`src/rtl/uart_rx_pkg.sv`:
```
package uart_rx_pkg;

  localparam int MAXB = 9;
  localparam int MINB = 5;

  typedef enum logic [2:0] {
    FR_IDLE,
    FR_START,
    FR_DATA,
    FR_PAR,
    FR_STOP
  } fr_state_t;

  typedef struct packed {
    logic [MAXB-1:0] data;
    logic            fe;
    logic            pe;
    logic            dor;
  } rx_entry_t;

  function automatic logic [3:0] clamp_bits(input logic [3:0] b);
    if (b < 4'(MINB)) return 4'(MINB);
    else if (b > 4'(MAXB)) return 4'(MAXB);
    else return b;
  endfunction

endpackage

```
`src/rtl/uart_rx_baud.sv`:
```
module uart_rx_baud #(
  parameter int DIV_W = 12
) (
  input  logic             clk,
  input  logic             rst,
  input  logic             en,
  input  logic [DIV_W-1:0] div,
  output logic             tick
);

  logic [DIV_W-1:0] cnt;

  always_ff @(posedge clk) begin
    if (rst || !en) begin
      cnt  <= '0;
      tick <= 1'b0;
    end else if (cnt >= div) begin
      cnt  <= '0;
      tick <= 1'b1;
    end else begin
      cnt  <= cnt + 1'b1;
      tick <= 1'b0;
    end
  end

endmodule

```
`src/rtl/uart_rx_framer.sv`:
```
module uart_rx_framer
  import uart_rx_pkg::*;
#(
  parameter int OS_NORM = 16,
  parameter int OS_FAST = 8
) (
  input  logic            clk,
  input  logic            rst,
  input  logic            en,
  input  logic            tick,
  input  logic            rx_in,
  input  logic            dbl,
  input  logic [3:0]      nbits,
  input  logic [1:0]      par_mode,
  output logic            start_det,
  output logic            chr_vld,
  output logic [MAXB-1:0] chr_data,
  output logic            chr_fe,
  output logic            chr_pe,
  output logic            chr_mark
);

  localparam int SW = $clog2(OS_NORM);
  localparam logic [SW-1:0] LAST_N = SW'(OS_NORM - 1);
  localparam logic [SW-1:0] LAST_F = SW'(OS_FAST - 1);
  localparam logic [SW-1:0] VOTE_N = SW'(OS_NORM / 2 - 1);
  localparam logic [SW-1:0] VOTE_F = SW'(OS_FAST / 2);

  logic            rx_m, rx_s;
  fr_state_t       st;
  logic [SW-1:0]   smp;
  logic [3:0]      bcnt, c_nb;
  logic [1:0]      c_par;
  logic            c_dbl;
  logic [MAXB-1:0] shreg;
  logic            v0, v1, par_bit, idle_hi;
  logic [SW-1:0]   last, vlo;
  logic            maj;

  // two-flop synchronizer, idles high
  always_ff @(posedge clk) begin
    if (rst) begin
      rx_m <= 1'b1;
      rx_s <= 1'b1;
    end else begin
      rx_m <= rx_in;
      rx_s <= rx_m;
    end
  end

  always_comb begin
    last = c_dbl ? LAST_F : LAST_N;
    vlo  = c_dbl ? VOTE_F : VOTE_N;
    maj  = (v0 & v1) | (v0 & rx_s) | (v1 & rx_s);
  end

  always_ff @(posedge clk) begin
    if (rst || !en) begin
      st        <= FR_IDLE;
      smp       <= '0;
      bcnt      <= '0;
      c_nb      <= 4'(MAXB);
      c_par     <= 2'b00;
      c_dbl     <= 1'b0;
      shreg     <= '0;
      v0        <= 1'b1;
      v1        <= 1'b1;
      par_bit   <= 1'b0;
      idle_hi   <= 1'b0;
      start_det <= 1'b0;
      chr_vld   <= 1'b0;
      chr_data  <= '0;
      chr_fe    <= 1'b0;
      chr_pe    <= 1'b0;
      chr_mark  <= 1'b0;
    end else begin
      start_det <= 1'b0;
      chr_vld   <= 1'b0;
      if (tick) begin
        if (st == FR_IDLE) begin
          if (rx_s) begin
            idle_hi <= 1'b1;
          end else if (idle_hi) begin
            st        <= FR_START;
            smp       <= SW'(1);
            bcnt      <= '0;
            shreg     <= '0;
            c_nb      <= clamp_bits(nbits);
            c_par     <= par_mode;
            c_dbl     <= dbl;
            idle_hi   <= 1'b0;
            start_det <= 1'b1;
          end
        end else begin
          smp <= (smp == last) ? '0 : smp + 1'b1;
          if (smp == vlo)        v0 <= rx_s;
          if (smp == vlo + 1'b1) v1 <= rx_s;
          if (smp == vlo + 2'd2) begin
            unique case (st)
              FR_START: if (maj) st <= FR_IDLE;
              FR_DATA: begin
                shreg <= {maj, shreg[MAXB-1:1]};
                bcnt  <= bcnt + 1'b1;
              end
              FR_PAR: par_bit <= maj;
              FR_STOP: begin
                chr_vld  <= 1'b1;
                chr_fe   <= ~maj;
                chr_pe   <= c_par[1] && (par_bit != ((^shreg) ^ c_par[0]));
                chr_data <= shreg >> (4'(MAXB) - c_nb);
                chr_mark <= shreg[MAXB-1];
                st       <= FR_IDLE;
              end
              default: st <= FR_IDLE;
            endcase
          end
          if (smp == last) begin
            unique case (st)
              FR_START: st <= FR_DATA;
              FR_DATA:  if (bcnt == c_nb) st <= c_par[1] ? FR_PAR : FR_STOP;
              FR_PAR:   st <= FR_STOP;
              default:  st <= st;
            endcase
          end
        end
      end
    end
  end

endmodule

```
`src/rtl/uart_rx_fifo.sv`:
```
module uart_rx_fifo
  import uart_rx_pkg::*;
#(
  parameter int DEPTH = 2
) (
  input  logic      clk,
  input  logic      rst,
  input  logic      flush,
  input  logic      push,
  input  rx_entry_t wdata,
  input  logic      pop,
  output rx_entry_t head,
  output logic [$clog2(DEPTH+1)-1:0] cnt
);

  localparam int AW = (DEPTH > 1) ? $clog2(DEPTH) : 1;
  localparam int CW = $clog2(DEPTH + 1);

  rx_entry_t       mem [DEPTH];
  logic [AW-1:0]   wp, rp;
  logic            do_push, do_pop;

  function automatic logic [AW-1:0] nxt(input logic [AW-1:0] p);
    return (p == AW'(DEPTH - 1)) ? '0 : p + 1'b1;
  endfunction

  assign do_pop  = pop && (cnt != '0);
  assign do_push = push && ((cnt != CW'(DEPTH)) || do_pop);
  assign head    = mem[rp];

  // storage without reset so it can map onto RAM
  always_ff @(posedge clk) begin
    if (do_push) mem[wp] <= wdata;
  end

  always_ff @(posedge clk) begin
    if (rst || flush) begin
      wp  <= '0;
      rp  <= '0;
      cnt <= '0;
    end else begin
      if (do_push) wp <= nxt(wp);
      if (do_pop)  rp <= nxt(rp);
      unique case ({do_push, do_pop})
        2'b10:   cnt <= cnt + 1'b1;
        2'b01:   cnt <= cnt - 1'b1;
        default: cnt <= cnt;
      endcase
    end
  end

endmodule

```
`src/rtl/uart_rx_core.sv`:
```
module uart_rx_core
  import uart_rx_pkg::*;
#(
  parameter int DIV_W   = 12,
  parameter int DEPTH   = 2,
  parameter int OS_NORM = 16,
  parameter int OS_FAST = 8
) (
  input  logic             clk,
  input  logic             rst,
  input  logic             rx_en,
  input  logic             dbl_speed,
  input  logic             mpcm_en,
  input  logic [3:0]       data_bits,
  input  logic [1:0]       parity_mode,
  input  logic [DIV_W-1:0] baud_div,
  input  logic             rx_in,
  input  logic             rd_stb,
  output logic [MAXB-1:0]  rd_data,
  output logic             rd_fe,
  output logic             rd_pe,
  output logic             rd_dor,
  output logic             rx_avail,
  input  logic             gie,
  input  logic             ie_rxc,
  input  logic             ie_udre,
  input  logic             ie_txc,
  input  logic             tx_empty,
  input  logic             tx_done,
  output logic             irq_rxc,
  output logic             irq_udre,
  output logic             irq_txc
);

  localparam int CW = $clog2(DEPTH + 1);

  logic            tick;
  logic            start_det, chr_vld, chr_fe, chr_pe, chr_mark;
  logic [MAXB-1:0] chr_data;
  logic [CW-1:0]   fcnt;
  rx_entry_t       head, wdata, pend, new_ent;
  logic            pend_v, dor_arm;
  logic            fifo_full, pop, space, chr_ok, push;

  uart_rx_baud #(.DIV_W(DIV_W)) i_baud (
    .clk(clk), .rst(rst), .en(rx_en), .div(baud_div), .tick(tick)
  );

  uart_rx_framer #(.OS_NORM(OS_NORM), .OS_FAST(OS_FAST)) i_framer (
    .clk(clk), .rst(rst), .en(rx_en), .tick(tick), .rx_in(rx_in),
    .dbl(dbl_speed), .nbits(data_bits), .par_mode(parity_mode),
    .start_det(start_det), .chr_vld(chr_vld), .chr_data(chr_data),
    .chr_fe(chr_fe), .chr_pe(chr_pe), .chr_mark(chr_mark)
  );

  uart_rx_fifo #(.DEPTH(DEPTH)) i_fifo (
    .clk(clk), .rst(rst), .flush(!rx_en), .push(push), .wdata(wdata),
    .pop(pop), .head(head), .cnt(fcnt)
  );

  assign rx_avail  = (fcnt != '0);
  assign fifo_full = (fcnt == CW'(DEPTH));
  assign pop       = rd_stb && rx_avail;
  assign space     = !fifo_full || pop;
  assign chr_ok    = chr_vld && (!mpcm_en || chr_mark);

  assign rd_data = head.data;
  assign rd_fe   = head.fe;
  assign rd_pe   = head.pe;
  assign rd_dor  = head.dor;

  always_comb begin
    new_ent = '{data: chr_data, fe: chr_fe, pe: chr_pe, dor: dor_arm};
    push    = 1'b0;
    wdata   = pend;
    if (pend_v && space) begin
      push  = 1'b1;
      wdata = pend;
    end else if (!pend_v && chr_ok && space) begin
      push  = 1'b1;
      wdata = new_ent;
    end
  end

  // holding register for a finished character that finds the buffer full
  always_ff @(posedge clk) begin
    if (rst || !rx_en) begin
      pend_v  <= 1'b0;
      pend    <= '0;
      dor_arm <= 1'b0;
    end else begin
      if (start_det && pend_v && fifo_full && !pop) dor_arm <= 1'b1;
      if (chr_ok) begin
        dor_arm <= 1'b0;
        if (pend_v || !space) begin
          pend   <= new_ent;
          pend_v <= 1'b1;
        end
      end else if (pend_v && space) begin
        pend_v <= 1'b0;
      end
    end
  end

  always_ff @(posedge clk) begin
    if (rst) begin
      irq_rxc  <= 1'b0;
      irq_udre <= 1'b0;
      irq_txc  <= 1'b0;
    end else begin
      irq_rxc  <= ie_rxc  && gie && rx_avail;
      irq_udre <= ie_udre && gie && tx_empty;
      irq_txc  <= ie_txc  && gie && tx_done;
    end
  end

endmodule

```
`config.mk`:
```
export PLATFORM = sky130hd
export DESIGN_NAME = uart_rx_core
export DESIGN_NICKNAME = d
export VERILOG_FILES = /design/src/rtl/uart_rx_pkg.sv /design/src/rtl/uart_rx_baud.sv /design/src/rtl/uart_rx_framer.sv /design/src/rtl/uart_rx_fifo.sv /design/src/rtl/uart_rx_core.sv
export SDC_FILE = /design/constraint.sdc
export NUM_CORES = 1
export LEC_CHECK = 0
export BUFFER_PORTS_ARGS = -buffer_cell sky130_fd_sc_hd__buf_4
export CORE_MARGIN = 3
export CORE_UTILIZATION = 54
export DETAILED_ROUTE_END_ITERATION = 6
export GPL_ROUTABILITY_DRIVEN = 0
export GPL_TIMING_DRIVEN = 1
export PLACE_DENSITY = 0.85
export SKIP_LAST_GASP = 1
export SYNTH_ARGS = -nofsm -noshare
export SYNTH_HDL_FRONTEND = slang
export SYNTH_HIERARCHICAL = 1
export SYNTH_SLANG_ARGS = --single-unit
```
`constraint.sdc`:
```
create_clock -name clk -period 2.3 [get_ports clk]
set_input_delay 0.23 -clock clk [delete_from_list [all_inputs] [get_ports clk]]
set_output_delay 0.23 -clock clk [all_outputs]
set_load 0.01 [all_outputs]
```
==> impl_metrics.json <==
{
  "fin_tns_setup_ps": 0,
  "worst_setup_path_end_kind": "flip-flop",
  "final_hold_viol_count": 0,
  "ys_async_sr_fraction_pct": 0,
  "wirelength_um": 10400,
  "switching_share_pct": 23.7,
  "clock-sinks": 106,
  "place_ws_ps": 193,
  "setup_slack_ps": 130,
  "final_cell_mix": "dfxtp_1, buf_4, nand2_1",
  "synthCells": 534,
  "ys_seq_area_share_pct": 44.8,
  "postSynthNetCount": 581,
  "ctsRootBufferMaster": "clkbuf_8",
  "drcViolationCount": 0,
  "drt_iter0_markers": 261,
  "grt_util_all_layers_pct": 19.2,
  "p_int_mw": 2.38,
  "hold_depth": 2,
  "drv_cap": 0,
  "holdWs_ps": 52.4,
  "cts_setup_buffers": 0,
  "die_h_um": 105,
  "required_ps": 2570,
  "vias": 4061,
  "yosysUniqueCellTypes": 68,
  "grt_setup_unrepaired": "false",
  "path_class": "reg -> reg",
  "setup_viol": 0,
  "die_w_um": 105,
  "clkTransAtPathRegs_ps": 110,
  "power_frac_comb_pct": 3.5,
  "hp-class": "in -> reg",
  "ys_seq_elements": 106,
  "status": "completed",
  "clk_latency_ps": 370,
  "synth_top_cell_by_area": "dfxtp_1",
  "slew_headroom_pct": 39.4,
  "crit_path_start_kind": "flip-flop",
  "grt_first_pass_wirelength_um": 17600,
  "yosys_warnings": 6,
  "period_share_pct": 94.4,
  "min_from": "rx_in",
  "synth_area_um2": 5270,
  "r2r_cells": 6,
  "initial_utilization_pct": 56.3,
  "worstPathArrival_ps": 2440,
  "die_area_um2": 11000,
  "fill_cells": 751,
  "crit_path_max_fanout": 13,
  "syn_area_per_cell_um2": 9.88,
  "antenna_found_initial": 0,
  "hold_buffers": 0,
  "cts_tree": "done",
  "cts_resized": 0,
  "area.growth.synth_to_final_pct": 13.1,
  "reg2reg_from": "i_framer/smp[3]",
  "avgViaCountPerCell": 5.69,
  "worstMarginPinSlew_ps": 909,
  "io_buffer_count": 46,
  "pwr-share-clk_pct": 35.5,
  "seq_power_share_pct": 61.0,
  "period_minus_slack_ps": 2170,
  "ys_top_cells_by_area": "dfxtp_1, edfxtp_1, mux2_2",
  "core_region_area_um2": 9370,
  "post_drt_wl_per_cell_um": 14.5,
  "switchingPower_mw": 0.738,
  "io_pins": 47,
  "first_pass_iters": 5,
  "rr_endpoint": "i_framer/bcnt[3]",
  "final_nets": 627,
  "ant_nets": 0,
  "synth_ff_type": "dfxtp_1",
  "startpoint": "i_framer/smp[3]",
  "synth_edf_count": 24,
  "vdd_drop_max_mv": 0.272,
  "grt_pass1_vias": 3845,
  "htree_levels": 3,
  "fmax_mhz": 461,
  "grt_overflow": 0,
  "dp_hpwl_um": 7580,
  "num_antenna_cells": 0,
  "hold_end": "i_framer/rx_m",
  "r2r_slack_ps": 130,
  "num_rows": 35,
  "layout_commonest_cell": "dfxtp_1",
  "drive_above_1_share_pct": 22.9,
  "fin_util_pct": 63.7,
  "maxSlewViolCount": 0,
  "cts_buffers": 9,
  "leakagePower_nw": 2.25,
  "power.density_nw_per_um2": 522,
  "grt_max_degree": 21,
  "cts-root-to-sink-buffers": 2,
  "synth_top_area_share_pct": 31.1,
  "finalClockSkew_ps": 9.37
}
layout make-up:
| class | instances | area (µm²) | area share, % |
|---|---|---|---|
| clock buffer | 9 | 124 | 2.08 |
| timing repair buffer | 62 | 465 | 7.80 |
| sequential | 106 | 2360 | 39.6 |
| inverter | 24 | 90.1 | 1.51 |
| clock inverter | 7 | 67.6 | 1.13 |
| tap | 129 | 161 | 2.71 |
| multi-input combinational | 377 | 2700 | 45.2 |
metal layers:
| metal | track usage [%] | up-vias | routed length, µm |
|---|---|---|---|
| met3 | 4.51 | 19 | 423 |
| li1 | - | 2008 | - |
| met4 | 6.00 | 0 | 174 |
| met1 | 24.3 | 1946 | 4560 |
| met5 | 0 | - | 0 |
| met2 | 32.4 | 88 | 5210 |
synthesized netlist by cell type, types with 11 or more instances:
cell	number
a21oi_1	47
clkbuf_1	14
dfxtp_1	82
edfxtp_1	24
ha_1	16
inv_1	23
mux2_2	26
mux2i_1	20
nand2_1	50
nand3_1	25
nor2_1	37
nor3_1	13
xnor2_1	14
xor2_1	11
critical path, cell delays in order (launching register included):
cell and delay, ps:
dfxtp_1 440, or3b_1 430, o22a_1 260, a2111o_1 460
buf_4 200, o21ai_0 200, a21oi_1 80
cells by family (layout without fill, tap and decap cells):
| logic type | after synthesis | after routing | share of synthesized area (%) |
|---|---|---|---|
| and+or+nand+nor | 190 | 190 | 19.7 |
| DFF | 106 | 106 | 44.8 |
| AOI/OAI and AO/OA | 91 | 91 | 10.9 |
| muxes | 53 | 53 | 11.9 |
| buffers and inverters | 51 | 102 | 4.10 |
| xor gates and xnor gates | 26 | 26 | 4.58 |
| adders and majority gates | 17 | 17 | 3.99 |
state kept, by name, indices dropped and copies added (netlist names), 3 cells and up, named ones only:
name / flops
i_framer/smp: 4
i_framer/shreg: 9
i_framer/st: 3
i_framer/bcnt: 4
i_framer/c_nb: 4
pend: 12
i_baud/cnt: 12
i_framer/chr_data: 9
i_fifo/mem: 24
stage by stage:
stage          cells  total power, mW  cell area [µm²]
4_1_cts          714             3.14             5970
5_1_grt          714             3.23             5970
2_1_floorplan    534             1.99             5270
6_report         714             3.11             5970
3_3_place_gp     698             2.05             5770
3_5_place_dp     698             2.05             5770
how the worst max path moves through the flow:
stage	to	slack, ps	depth (start not counted)
after floorplan	i_framer/chr_data[7]	60	7
after CTS	i_framer/bcnt[3]	170	6
after global placement	i_framer/bcnt[3]	290	6
after global routing	i_framer/bcnt[3]	30	6
final	i_framer/bcnt[3]	130	6
after detailed placement	i_framer/bcnt[2]	190	6
power groups by stage:
stage          clock network [mW]  registers (mW)  logic [mW]
4_1_cts                      1.13            1.90       0.109
2_1_floorplan                   0            1.94      0.0523
3_5_place_dp                    0            1.94       0.109
5_1_grt                      1.21            1.90       0.122
6_report                     1.11            1.90       0.109
3_3_place_gp                    0            1.94       0.105
Power figures use the tool's default switching activity.
